## src/rtl/spm_pkg.sv

```systemverilog
package spm_pkg;

    localparam int PFX_LEN   = 3;
    localparam int ENTRY_LEN = 6;
    localparam int POS_W     = $clog2(ENTRY_LEN + 1);

    typedef enum logic [2:0] {
        ACT_NONE,
        ACT_ADVANCE,
        ACT_PROGRAM,
        ACT_ENTER,
        ACT_RESTART
    } dec_act_e;

    typedef struct packed {
        logic [POS_W-1:0] pos;
        logic             cand_pfx;
        logic             cand_ent;
    } dec_state_t;

    function automatic dec_state_t idle_state();
        dec_state_t s;
        s.pos      = '0;
        s.cand_pfx = 1'b1;
        s.cand_ent = 1'b1;
        return s;
    endfunction

endpackage

```

## src/rtl/spm_low_timer.sv

```systemverilog
module spm_low_timer #(
    parameter int MIN_LOW_CYC = 100
) (
    input  logic clk,
    input  logic rst,
    input  logic pin_n,
    output logic long_release
);
    localparam int CW = $clog2(MIN_LOW_CYC + 1);
    localparam logic [CW-1:0] LIMIT = CW'(MIN_LOW_CYC);

    logic [CW-1:0] low_cnt;

    always_ff @(posedge clk) begin
        if (rst) begin
            low_cnt <= '0;
        end else if (!pin_n) begin
            if (low_cnt != LIMIT) low_cnt <= low_cnt + 1'b1;
        end else begin
            low_cnt <= '0;
        end
    end

    assign long_release = pin_n && (low_cnt == LIMIT);

    a_r8_cnt_bounded: assert property (@(posedge clk) disable iff (rst)
        low_cnt <= LIMIT);
    a_r7_cnt_clears_high: assert property (@(posedge clk) disable iff (rst)
        pin_n |=> low_cnt == '0);

endmodule

```

## src/rtl/spm_prefix_dec.sv

```systemverilog
module spm_prefix_dec
    import spm_pkg::*;
#(
    parameter int AW = 21,
    parameter int DW = 16,
    parameter logic [PFX_LEN*AW-1:0]   PFX_ADDR = '0,
    parameter logic [PFX_LEN*DW-1:0]   PFX_DATA = '0,
    parameter logic [ENTRY_LEN*AW-1:0] ENT_ADDR = '0,
    parameter logic [ENTRY_LEN*DW-1:0] ENT_DATA = '0
) (
    input  logic          clk,
    input  logic          rst,
    input  logic          hold_idle,
    input  logic          fire,
    input  logic [AW-1:0] addr,
    input  logic [DW-1:0] data,
    output logic          prog_hit,
    output logic          enter_hit
);
    dec_state_t st, st_nx;
    dec_act_e   act;
    logic [AW-1:0] pfx_a_v [PFX_LEN];
    logic [DW-1:0] pfx_d_v [PFX_LEN];
    logic [AW-1:0] ent_a_v [ENTRY_LEN];
    logic [DW-1:0] ent_d_v [ENTRY_LEN];
    logic pfx_match, ent_match, pfx_done, ent_last;
    logic [POS_W-1:0] pfx_idx;

    for (genvar i = 0; i < PFX_LEN; i++) begin : g_pfx
        assign pfx_a_v[i] = PFX_ADDR[i*AW +: AW];
        assign pfx_d_v[i] = PFX_DATA[i*DW +: DW];
    end
    for (genvar j = 0; j < ENTRY_LEN; j++) begin : g_ent
        assign ent_a_v[j] = ENT_ADDR[j*AW +: AW];
        assign ent_d_v[j] = ENT_DATA[j*DW +: DW];
    end

    always_comb begin
        pfx_idx   = (st.pos < POS_W'(PFX_LEN)) ? st.pos : '0;
        pfx_done  = st.cand_pfx && (st.pos == POS_W'(PFX_LEN));
        pfx_match = st.cand_pfx && (st.pos < POS_W'(PFX_LEN)) &&
                    (addr == pfx_a_v[pfx_idx]) && (data == pfx_d_v[pfx_idx]);
        ent_match = st.cand_ent && (st.pos < POS_W'(ENTRY_LEN)) &&
                    (addr == ent_a_v[st.pos]) && (data == ent_d_v[st.pos]);
        ent_last  = ent_match && (st.pos == POS_W'(ENTRY_LEN - 1));
        if (!fire)                      act = ACT_NONE;
        else if (pfx_done)              act = ACT_PROGRAM;
        else if (ent_last)              act = ACT_ENTER;
        else if (pfx_match || ent_match) act = ACT_ADVANCE;
        else                            act = ACT_RESTART;
    end

    always_comb begin
        st_nx = st;
        unique case (act)
            ACT_ADVANCE: begin
                st_nx.pos      = st.pos + 1'b1;
                st_nx.cand_pfx = pfx_match;
                st_nx.cand_ent = ent_match;
            end
            ACT_PROGRAM, ACT_ENTER, ACT_RESTART: st_nx = idle_state();
            default: st_nx = st;
        endcase
    end

    always_ff @(posedge clk) begin
        if (rst || hold_idle) st <= idle_state();
        else                  st <= st_nx;
    end

    assign prog_hit  = !hold_idle && (act == ACT_PROGRAM);
    assign enter_hit = !hold_idle && (act == ACT_ENTER);

    a_r3_pos_bounded: assert property (@(posedge clk) disable iff (rst)
        st.pos < POS_W'(ENTRY_LEN));
    a_r3_some_candidate: assert property (@(posedge clk) disable iff (rst)
        st.cand_pfx || st.cand_ent);
    a_r2_hits_exclusive: assert property (@(posedge clk) disable iff (rst)
        $onehot0({prog_hit, enter_hit}));
    a_r9_idle_after_hold: assert property (@(posedge clk) disable iff (rst)
        hold_idle |=> st.pos == '0);

endmodule

```

## src/rtl/spm_req_stage.sv

```systemverilog
module spm_req_stage #(
    parameter int AW = 21,
    parameter int DW = 16
) (
    input  logic          clk,
    input  logic          rst,
    input  logic          issue,
    input  logic [AW-1:0] addr,
    input  logic [DW-1:0] data,
    output logic          req,
    output logic [AW-1:0] req_addr,
    output logic [DW-1:0] req_data
);
    always_ff @(posedge clk) begin
        if (rst) begin
            req      <= 1'b0;
            req_addr <= '0;
            req_data <= '0;
        end else begin
            req <= issue;
            if (issue) begin
                req_addr <= addr;
                req_data <= data;
            end
        end
    end

    a_r5_payload_held: assert property (@(posedge clk) disable iff (rst)
        !issue |=> $stable(req_addr) && $stable(req_data));

endmodule

```

## src/rtl/spm_cmd_seq.sv

```systemverilog
module spm_cmd_seq
    import spm_pkg::*;
#(
    parameter int AW = 21,
    parameter int DW = 16,
    parameter int MIN_LOW_CYC = 100,
    parameter logic [PFX_LEN*AW-1:0] PFX_ADDR =
        {AW'(21'h555), AW'(21'h2AA), AW'(21'h555)},
    parameter logic [PFX_LEN*DW-1:0] PFX_DATA =
        {DW'(16'h00A0), DW'(16'h0055), DW'(16'h00AA)},
    parameter logic [ENTRY_LEN*AW-1:0] ENT_ADDR =
        {AW'(21'h555), AW'(21'h2AA), AW'(21'h555),
         AW'(21'h555), AW'(21'h2AA), AW'(21'h555)},
    parameter logic [ENTRY_LEN*DW-1:0] ENT_DATA =
        {DW'(16'h00C0), DW'(16'h0055), DW'(16'h00AA),
         DW'(16'h0080), DW'(16'h0055), DW'(16'h00AA)}
) (
    input  logic          clk,
    input  logic          rst,
    input  logic          hw_rst_n,
    input  logic          wr_en,
    input  logic [AW-1:0] wr_addr,
    input  logic [DW-1:0] wr_data,
    input  logic          prog_busy,
    output logic          prog_req,
    output logic [AW-1:0] prog_addr,
    output logic [DW-1:0] prog_data,
    output logic          fast_mode,
    output logic          busy_err
);
    logic accepted, dropped, long_release, prog_hit, enter_hit, issue;

    assign accepted = wr_en && hw_rst_n && !prog_busy;
    assign dropped  = wr_en && hw_rst_n && prog_busy;

    spm_low_timer #(.MIN_LOW_CYC(MIN_LOW_CYC)) u_timer (
        .clk          (clk),
        .rst          (rst),
        .pin_n        (hw_rst_n),
        .long_release (long_release)
    );

    spm_prefix_dec #(
        .AW(AW), .DW(DW),
        .PFX_ADDR(PFX_ADDR), .PFX_DATA(PFX_DATA),
        .ENT_ADDR(ENT_ADDR), .ENT_DATA(ENT_DATA)
    ) u_dec (
        .clk       (clk),
        .rst       (rst),
        .hold_idle (fast_mode || !hw_rst_n),
        .fire      (accepted),
        .addr      (wr_addr),
        .data      (wr_data),
        .prog_hit  (prog_hit),
        .enter_hit (enter_hit)
    );

    assign issue = accepted && (fast_mode || prog_hit);

    spm_req_stage #(.AW(AW), .DW(DW)) u_req (
        .clk      (clk),
        .rst      (rst),
        .issue    (issue),
        .addr     (wr_addr),
        .data     (wr_data),
        .req      (prog_req),
        .req_addr (prog_addr),
        .req_data (prog_data)
    );

    always_ff @(posedge clk) begin
        if (rst) begin
            fast_mode <= 1'b0;
            busy_err  <= 1'b0;
        end else begin
            if (long_release)   fast_mode <= 1'b0;
            else if (enter_hit) fast_mode <= 1'b1;
            if (dropped) busy_err <= 1'b1;
        end
    end

    a_r10_err_sticky: assert property (@(posedge clk) disable iff (rst)
        busy_err |=> busy_err);
    a_r10_busy_no_req: assert property (@(posedge clk) disable iff (rst)
        (wr_en && prog_busy) |=> !prog_req);
    a_r9_low_no_req: assert property (@(posedge clk) disable iff (rst)
        (wr_en && !hw_rst_n) |=> !prog_req);
    a_r5_req_from_write: assert property (@(posedge clk) disable iff (rst)
        prog_req |-> $past(wr_en));
    a_r5_fast_programs: assert property (@(posedge clk) disable iff (rst)
        (fast_mode && wr_en && hw_rst_n && !prog_busy) |=>
            prog_req && prog_addr == $past(wr_addr) && prog_data == $past(wr_data));
    a_r8_low_keeps_fast: assert property (@(posedge clk) disable iff (rst)
        (fast_mode && !hw_rst_n) |=> fast_mode);
    a_r7_exit_on_high: assert property (@(posedge clk) disable iff (rst)
        $fell(fast_mode) |-> $past(hw_rst_n));
    a_r4_enter_no_req: assert property (@(posedge clk) disable iff (rst)
        $rose(fast_mode) |-> !prog_req);

endmodule

```

## config.mk

```make
export PLATFORM = sky130hd
export DESIGN_NAME = spm_cmd_seq
export DESIGN_NICKNAME = d
export VERILOG_FILES = /design/src/rtl/spm_pkg.sv /design/src/rtl/spm_low_timer.sv /design/src/rtl/spm_prefix_dec.sv /design/src/rtl/spm_req_stage.sv /design/src/rtl/spm_cmd_seq.sv
export SDC_FILE = /design/constraint.sdc
export NUM_CORES = 1
export LEC_CHECK = 0
export ABC_CLOCK_PERIOD_IN_PS = 4700
export BUFFER_PORTS_ARGS = -buffer_cell sky130_fd_sc_hd__clkbuf_2
export CAP_MARGIN = 20
export CORE_AREA = 5 5 72 74
export CTS_BUF_LIST = sky130_fd_sc_hd__clkbuf_8
export DETAILED_ROUTE_END_ITERATION = 6
export DIE_AREA = 0 0 77 79
export PLACE_DENSITY = 0.83
export SYNTH_ARGS = -nofsm -noshare
export SYNTH_HDL_FRONTEND = slang
export SYNTH_SLANG_ARGS = --single-unit
```

## constraint.sdc

```tcl
create_clock -name clk -period 4.7 [get_ports clk]
set_clock_uncertainty 0.2 [all_clocks]
set_input_delay 0.235 -clock clk [delete_from_list [all_inputs] [get_ports clk]]
set_output_delay 0.235 -clock clk [all_outputs]
set_load 0.005 [all_outputs]
```

==> results of run 1 <==
-- where the power goes --
| group | leakage, nW | internal [mW] | switching, mW | total (mW) |
|---|---|---|---|---|
| sequential | 0.419 | 0.442 | 0.00152 | 0.443 |
| clock | 0.0485 | 0.107 | 0.155 | 0.261 |
| combinational | 0.831 | 0.0407 | 0.0367 | 0.0773 |
| total | 1.30 | 0.589 | 0.193 | 0.782 |
-- registers in the layout, summed over array words and instances (netlist names) --
name             flops
u_req.req            1
u_req.req_addr      21
u_timer.low_cnt      7
fast_mode            1
busy_err             1
u_req.req_data      16
u_dec.st             5
-- Yosys cell counts, types with 2 or more instances --
library cell / n / area, µm²
nand2_1: 87 / 327
dfxtp_1: 52 / 1040
a21oi_1: 42 / 210
nor2_1: 15 / 56.3
clkbuf_1: 12 / 45.0
nor4_1: 9 / 56.3
nand3_1: 8 / 40.0
ha_1: 6 / 75.1
xor2_1: 6 / 52.6
nor3_1: 5 / 25.0
inv_1: 4 / 15.0
mux2i_1: 4 / 40.0
nand4_1: 4 / 25.0
a211oi_1: 3 / 22.5
and3_1: 3 / 18.8
and4_1: 3 / 26.3
o21ai_0: 3 / 15.0
or3_1: 3 / 18.8
a221o_1: 2 / 20.0
a31oi_1: 2 / 12.5
nor2b_1: 2 / 12.5
nor3b_1: 2 / 15.0
or2_2: 2 / 12.5
-- per-stage QoR --
stage,cells,power (mW)
floorplan,304,0.473
global route,471,0.818
finish,471,0.782
CTS,470,0.786
detailed placement,426,0.504
global placement,426,0.504
-- per-layer routing --
metal  vias to the layer above  share of wire, %  track usage [%]
li1                       1285                 -                -
met1                      1193                43             29.1
met4                         0               3.0             9.11
met2                       105                48             39.4
met5                         -                 0                0
met3                        21               5.7             5.78
-- worst paths after layout --
check,start,endpoint,depth (start not counted)
min reg2reg,u_req.req_data[10],u_req.req_data[10],2
max reg2reg,u_dec.st[3],u_dec.st[0],9
min,wr_data[3],u_req.req_data[3],3
max,wr_data[11],u_dec.st[2],9
-- logic make-up after synthesis --
family,synth area share (%)
adder cells (fa/ha/maj),3.11
XOR/XNOR,2.54
AO/OA/AOI/OAI,15.9
flip-flops,43.1
AND/OR/NAND/NOR,30.7
multiplexers,1.66
buffers and inverters,3.00
-- timing repair --
item,in CTS,in global routing
hold buffers,36,0
buffers inserted,0,0
hold endpoints to repair,35,0
-- final cells by class --
type	instances	area [µm²]
fillers	358	1240
multi-input cells	234	1310
clock buffers	5	68.8
repair buffers	119	778
inverters	4	15.0
well taps	54	67.6
clock inverters	3	22.5
flip-flops and latches	52	1040
-- tightest hold or removal path: stages --
cell and delay, ns:
clkbuf_2 0.12, nand2_1 0.07, a21oi_1 0.05
-- layout by cell type (no fill, tap or decap), types with 5 or more instances in the layout --
master	synthesis	layout
nor3_1	5	5
nor4_1	9	9
xor2_1	6	6
nand2_1	87	87
dlygate4sd3_1	0	36
dfxtp_1	52	52
nor2_1	15	14
clkbuf_2	0	82
nand3_1	8	8
clkbuf_8	0	5
a21oi_1	42	42
ha_1	6	6
==> run metrics, run 1 <==
Via density=5.53; vias=2604; Boundary Pins=82; critical path's slowest cell=or4_4; vias in the first global route=2420; Worst VDD drop=0.000210 V; CTS clk-pin slew, worst paths=0.09 ns; EDFF count, synth=0; diode count=0; f_max=0.321 GHz; global-route wire length before repair=11.6 mm; hpwl dp=4.50 mm; number of remaining DRC errors=0; # H-tree levels=2; Clock Latency Late Sink=0.31 ns; Die Span X=77 µm; final core occ=72.7%; Setup TNS=0 ns; Hold Fails Final Rpt=0; chip height=79 µm; CP Max Fanout=4; clock sink total=52; ys async rst share=0%; Place WS=1.69 ns; sequential area share after synthesis=43.1%; Initial Util=53.3%; CTS max path bufs=2; WP buf/inv=2; synthesized net count=352; nets=464; Total Wirelength=7.04 mm; startpoint types=primary input; full die area=6080 µm²; placed inst area=2840 µm²; Distinct cells, synth=48; All-Layer GR Usage=23.5%; Largest delay share family, worst path=simple AND/OR/NAND/NOR gates; run status=finished, final reports clean; crit-path cells=dlygate4sd3_1, clkbuf_2, nor4_1, nand3_1, or4_4, a211oi_1, mux2i_1, or3_1, a21oi_1; Final ANT Viol Nets=0; GRT Residual Overflow=0; maxcap violations=0; setup slack after layout=1.58 ns; drt pass-1 iters=4; pin count of the biggest net entering global routing=43; # rows=25; cts bufs inserted=5; share of post-route cells with drive strength above 1=25.2%; final worst path period share=66.4%; IO Port Bufs=81; leakage=1.30 nW; CTS root buffer=clkbuf_8; post-synthesis cell area=2420 µm²; area of the core=4540 µm²; post_cts resized=0; Top FF cell, synth=dfxtp_1; Avg Cell Area, Syn=7.95 µm²; initial antenna violation count=0; post-synthesis cell count=304; Tmin final=3.12 ns; Hold WS=0.00787 ns; Initial DRC Count=140; RSZ-0062 raised after global routing=no; Layout area overhead=36.5%; CTS tree=yes; Largest stage delay, worst path=0.56 ns; fin. max-slew vios=0; crit path DAT=3.16 ns; slew margin rel.=42.0%; endpoint class of the critical path=flop; final setup violation count=0; Worst Max-Slew Pin Slew=0.870 ns; Critical Path RT=4.74 ns; Avg WL per Cell=15.0 µm; cell area after layout=3300 µm²; reg2reg setup slack=1.68 ns; synth warn=0; FF+latch count, synth=52; RD Place Congestion=0.853; Worst Setup Path Type=in2reg; Hold Path Class=in2reg; PD cells=237 nW/µm²
No activity file was read; power rests on OpenSTA's default activity.
==> inputs of run 2 (changes only) <==
--- a/config.mk
+++ b/config.mk
@@ -5,14 +5,15 @@
 export SDC_FILE = /design/constraint.sdc
 export NUM_CORES = 1
 export LEC_CHECK = 0
-export ABC_CLOCK_PERIOD_IN_PS = 4700
+export ABC_AREA = 1
+export ABC_CLOCK_PERIOD_IN_PS = 2960
 export BUFFER_PORTS_ARGS = -buffer_cell sky130_fd_sc_hd__clkbuf_2
 export CAP_MARGIN = 20
-export CORE_AREA = 5 5 72 74
+export CORE_AREA = 5 5 79 81
 export CTS_BUF_LIST = sky130_fd_sc_hd__clkbuf_8
 export DETAILED_ROUTE_END_ITERATION = 6
-export DIE_AREA = 0 0 77 79
-export PLACE_DENSITY = 0.83
+export DIE_AREA = 0 0 84 86
+export PLACE_DENSITY = 0.78
 export SYNTH_ARGS = -nofsm -noshare
 export SYNTH_HDL_FRONTEND = slang
 export SYNTH_SLANG_ARGS = --single-unit
==> constraint.sdc (replaced) <==
create_clock -name clk -period 2.96 [get_ports clk]
set_clock_uncertainty 0.2 [all_clocks]
set_input_delay 0.148 -clock clk [delete_from_list [all_inputs] [get_ports clk]]
set_output_delay 0.148 -clock clk [all_outputs]
set_load 0.005 [all_outputs]
==> run metrics, run 2 <==
drt pass-1 iters=5 (+1); post_cts resized=0 (unchanged); most common cell in the netlist=nor2_1; vias in the first global route=3026 (+25%); maxcap violations=0 (unchanged); largest register by flop count=u_req.req_addr; post-synthesis cell area=2870 µm² (+19%); synth top area cells=dfxtp_1, nor2_1, nand2_1; IO Port Bufs=81 (unchanged); ys async rst share=0% (unchanged); fin. max-slew vios=0 (unchanged); WP buf/inv=1 (-1); # H-tree levels=2 (unchanged); Fillers=487 (+36%); Hold Path Class=in2reg; Die Span X=84 µm (+9.1%); synthesized net count=500 (+42%); hpwl dp=5.79 mm (+28%); # rows=27 (+8.0%); # hold bufs at CTS=35 (-2.8%); share of post-route cells with drive strength above 1=20.5% (-4.6 points); Hold WS=0.00159 ns (-0.00628 ns); synth warn=0 (unchanged); number of remaining DRC errors=0 (unchanged); CTS root buffer=clkbuf_8; most frequent cells after synthesis=nor2_1, nand2_1, dfxtp_1, o21ai_0, inv_1; slew margin rel.=42.4% (+0.38 points); sequential area share after synthesis=36.3% (-6.7 points); Setup TNS=0 ns (unchanged); Worst Setup Path Type=reg2reg; Final ANT Viol Nets=0 (unchanged); nets=612 (+32%); EDFF count, synth=0 (unchanged); PD cells=365 nW/µm² (+54%); global-route wire length before repair=13.7 mm (+18%); startpoint types=flop; Tmin final=2.36 ns; Clock Latency Late Sink=0.31 ns (about the same); most common cell after layout, fill and taps aside=nor2_1; Distinct cells, synth=27 (-44%); CP dominant cell by count=nand4_1; CTS max path bufs=2 (unchanged); RD Place Congestion=0.909 (+6.6%); Regs by FF count=u_req.req_addr: 21 flops, u_req.req_data: 16 flops, u_timer.low_cnt: 7 flops; Avg Cell Area, Syn=6.34 µm² (-20%); FF+latch count, synth=52 (unchanged); fin cells=638 (+35%); Layout area overhead=32.0%; clock sink total=52 (unchanged); Worst Max-Slew Pin Slew=0.863 ns (-0.00669 ns); leakage=1.81 nW (+40%); CP Max Fanout=5 (+1); Top FF cell, synth=dfxtp_1; Largest delay share family, worst path=simple AND/OR/NAND/NOR gates; full die area=7220 µm² (+19%); chip height=86 µm (+8.9%); vias=3228 (+24%); run status=finished, final reports clean; Hold Fails Final Rpt=0 (unchanged); RSZ-0062 raised after global routing=no; Initial Util=53.0% (-0.29 points); crit path DAT=2.41 ns (-0.75 ns); post-synth top area cell=dfxtp_1; Via density=5.06 (-8.5%); GRT Residual Overflow=0 (unchanged); final setup violation count=0 (unchanged); area of the core=5410 µm² (+19%); crit-path cells=inv_1, ha_1, nand2_2, o21ai_0, nand4_1, nor2_1, nand4_1, nand4_1, nand3_1, nor2_1; f_max=0.424 GHz; CTS clk-pin slew, worst paths=0.10 ns (about the same); most frequent cells in the layout=nor2_1, nand2_1, clkbuf_2; initial antenna violation count=0 (unchanged); endpoint class of the critical path=flop; cts bufs inserted=5 (unchanged); post-synth top area share=36.3% (-6.7 points); Boundary Pins=82 (unchanged); setup bufs post-CTS=0 (unchanged); Total Wirelength=8.00 mm (+14%); Initial DRC Count=197 (+41%); critical path's slowest cell=dfxtp_1; All-Layer GR Usage=22.6% (-0.91 points); CTS tree=yes; Worst VDD drop=0.000240 V (+15%); Largest register FFs=21 (unchanged); Critical Path RT=3.01 ns (-1.73 ns); placed insts=594 (+39%); Avg WL per Cell=12.5 µm (-16%); pin count of the biggest net entering global routing=49 (+14%); Largest stage delay, worst path=0.42 ns (-0.14 ns); post-synthesis cell count=452 (+49%); final worst path period share=79.7%
-- run 2: cell count changes after synthesis, sizes merged, moves of 9 or more --
cell	change
nand4	+9
nor2	+96
a21oi	-21
nand2	+9
inv	+48
o21ai	+48
nor4	-9
nand3	+16
-- run 2: through the flow --
stage	utilization, %	setup slack, ns	total power, mW	area, µm²
after floorplan	-	0.965	0.791	2870
after global placement	61.3	0.756	0.849	3310
after detailed placement	61.3	0.656	0.851	3310
after CTS	69.9	0.631	1.39	3780
after global routing	69.9	0.366	1.44	3780
final	70.0	0.602	1.38	3780
-- run 2: report_power, final --
part | switching, mW | internal, mW
sequential | 0.00237 | 0.702
clock | 0.251 | 0.255
combinational | 0.0927 | 0.0781
total | 0.346 | 1.04
-- run 2: tightest hold or removal path, stage by stage --
cell      delay (ns)
clkbuf_2        0.13
o21ai_0         0.11
nor2_1          0.08
-- run 2: worst paths after layout --
| kind | depth (start not counted) | to | slack [ns] | start |
|---|---|---|---|---|
| setup reg to reg | 10 | u_dec.st[3] | 0.60 | u_dec.st[3] |
| hold reg to reg | 2 | u_req.req_addr[6] | 0.29 | u_req.req_addr[6] |
| hold / removal | 3 | u_req.req_addr[8] | 0.002 | wr_addr[8] |
| setup / recovery | 10 | u_dec.st[3] | 0.60 | u_dec.st[3] |
-- run 2: cell families (layout without fill, tap and decap cells) --
group | count (synthesis) | count (layout) | synth area share (%)
flip-flops | 52 | 52 | 36.3
AND/OR/NAND/NOR | 253 | 253 | 38.1
AO/OA/AOI/OAI | 73 | 73 | 12.9
adder cells (fa/ha/maj) | 6 | 6 | 2.62
XOR/XNOR | 3 | 3 | 0.917
buffers and inverters | 65 | 178 | 9.13
other | 0 | 1 | 0
-- run 2: routing by layer --
layer	track usage [%]	vias up	wire length [µm]	share of wire, %
met5	0	-	0	0
met4	7.89	0	204	2.6
met3	5.67	19	469	5.9
met2	38.9	111	3800	48
met1	27.5	1438	3520	44
li1	-	1660	-	-
-- run 2: final cells by class --
cell class | count | area [µm²] | share of cell area, %
Timing Repair Buffer | 118 | 771 | 20.4
Antenna cell | 1 | 2.50 | 0.0662
Sequential cell | 52 | 1040 | 27.5
Clock buffer | 5 | 68.8 | 1.82
Multi-Input combinational cell | 335 | 1560 | 41.3
Inverter | 52 | 200 | 5.29
Clock inverter | 3 | 46.3 | 1.22
Tap cell | 72 | 90.1 | 2.38
==> inputs of run 3 (changes only) <==
--- a/config.mk
+++ b/config.mk
@@ -6,7 +6,7 @@
 export NUM_CORES = 1
 export LEC_CHECK = 0
 export ABC_AREA = 1
-export ABC_CLOCK_PERIOD_IN_PS = 2960
+export ABC_CLOCK_PERIOD_IN_PS = 2200
 export BUFFER_PORTS_ARGS = -buffer_cell sky130_fd_sc_hd__clkbuf_2
 export CAP_MARGIN = 20
 export CORE_AREA = 5 5 79 81
==> constraint.sdc (replaced) <==
create_clock -name clk -period 2.2 [get_ports clk]
set_clock_uncertainty 0.2 [all_clocks]
set_input_delay 0.11 -clock clk [delete_from_list [all_inputs] [get_ports clk]]
set_output_delay 0.11 -clock clk [all_outputs]
set_load 0.005 [all_outputs]
==> run metrics, run 3 (synthesis results as in run 2) <==
leakage=1.88 nW (+3.9%); Largest stage delay, worst path=0.56 ns (+0.14 ns); final worst path period share=93.5%; run status=finished, final reports clean; WP buf/inv=4 (+3); drt pass-1 iters=5 (unchanged); All-Layer GR Usage=23.0% (+0.39 points); Initial Util=53.0% (unchanged); IO Port Bufs=81 (unchanged); Largest delay share family, worst path=buffers and inverters; critical path's slowest cell=dlygate4sd3_1; Hold Path Class=reg2reg; cts bufs inserted=5 (unchanged); setup slack after layout=0.143 ns (-0.458 ns); Power Total=1.86 mW (+35%); Fillers=477 (-2.1%); # rows=27 (unchanged); crit path DAT=2.11 ns (-0.30 ns); nets=625 (+2.1%); crit-path cells=dlygate4sd3_1, clkbuf_2, nand3_1, dlygate4sd3_1, a21oi_1, dlygate4sd3_1; Worst VDD drop=0.000454 V (+89%); CTS max path bufs=2 (unchanged); Via density=5.06 (about the same); hpwl dp=5.87 mm (+1.5%); share of post-route cells with drive strength above 1=22.3% (+1.8 points); CP Max Fanout=4 (-1); Place WS=0.0449 ns (-0.611 ns); Multi-input gate area=1590 µm² (+1.6%); Die Span X=84 µm (unchanged); full die area=7220 µm² (unchanged); initial antenna violation count=0 (unchanged); GRT Residual Overflow=0 (unchanged); f_max=0.486 GHz; Layout area overhead=37.6%; Worst Setup Path Type=in2reg; global-route wire length before repair=13.8 mm (+0.45%); vias in the first global route=2988 (-1.3%); Largest register FFs=21 (unchanged); endpoint class of the critical path=flop; slew margin rel.=63.8% (+21 points); Clock Latency Late Sink=0.31 ns (about the same); RD Place Congestion=0.979 (+7.7%); PD cells=472 nW/µm² (+29%); Initial DRC Count=155 (-21%); Boundary Pins=82 (unchanged); Tmin final=2.06 ns; Hold WS=0.291 ns (+0.289 ns); Hold Fails Final Rpt=0 (unchanged); number of remaining DRC errors=0 (unchanged); pin count of the biggest net entering global routing=39 (-20%); clock sink total=52 (unchanged); fin. max-slew vios=0 (unchanged); maxcap violations=0 (unchanged); reg2reg setup slack=0.18 ns (-0.42 ns); Regs by FF count=u_req.req_addr: 21 flops, u_req.req_data: 16 flops, u_timer.low_cnt: 7 flops; Avg WL per Cell=12.6 µm (+0.92%); area of the core=5410 µm² (unchanged); startpoint types=primary input; CTS tree=yes; # H-tree levels=2 (unchanged); placed inst area=3360 µm² (+1.3%); Final ANT Viol Nets=0 (unchanged); Reg area=1050 µm² (+0.60%); CP dominant cell by count=dlygate4sd3_1; chip height=86 µm (unchanged); cell area after layout=3940 µm² (+4.2%); final setup violation count=0 (unchanged); Total Wirelength=8.23 mm (+3.0%); largest register by flop count=u_req.req_addr; final core occ=72.9% (+3.0 points); CTS clk-pin slew, worst paths=0.09 ns (about the same); most frequent cells in the layout=nor2_1, nand2_1, clkbuf_2; Critical Path RT=2.26 ns (-0.75 ns); vias=3294 (+2.0%); CTS root buffer=clkbuf_8; most common cell after layout, fill and taps aside=nor2_1; Worst Max-Slew Pin Slew=0.538 ns (-0.325 ns)
==> run 3: routing by layer <==
| layer | global-route usage, % | wire, µm |
|---|---|---|
| met1 | 29.8 | 3600 |
| met2 | 37.3 | 3870 |
| met3 | 5.28 | 568 |
| met4 | 8.77 | 198 |
| met5 | 0 | 0 |
==> run 3: final timing paths <==
path / from / endpoint / cells after the start
worst max register to register: u_dec.st[3] / u_dec.st[4] / 13
worst min register to register: u_req.req_data[8] / u_req.req_data[8] / 2
worst min-delay path: u_req.req_data[8] / u_req.req_data[8] / 2
worst max-delay path: hw_rst_n / busy_err / 6
==> run 3: timing repair <==
action	CTS	global route
buffers inserted	0	1
endpoints found under the setup margin	0	6
hold buffers	43	0
resized for setup	0	15
endpoints found under the hold margin	43	0
==> run 3: worst reg2reg max path: stages, from the launching register on <==
cell     delay [ns]
dfxtp_4        0.37
inv_4          0.07
ha_2           0.22
nor2_4         0.05
nor2_4         0.19
nand2_1        0.08
nand2_1        0.06
nand2_1        0.08
nor2_2         0.14
nand4_1        0.19
nand3_2        0.14
nand2_1        0.06
inv_1          0.05
nor2_1         0.04
==> run 3: final cells by class <==
type	instances	area share [%]
multi-input cells	335	40.3
flip-flops and latches	52	26.6
repair buffers	131	22.8
inverters	52	5.14
well taps	72	2.28
clock buffers	5	1.75
clock inverters	3	1.08
diodes	1	0.0635
==> run 3: power breakdown <==
part / leakage [nW] / internal (mW) / switching (mW)
Combinational: 1.40 / 0.116 / 0.131
Clock: 0.0599 / 0.340 / 0.328
Sequential: 0.421 / 0.943 / 0.00290
Total: 1.88 / 1.40 / 0.461
==> run 3: through the flow <==
step,setup TNS (ns),std cells
detailed placement,0,598
CTS,0,649
finish,0,651
global placement,0,598
global route,-0.00407,650
floorplan,0,452
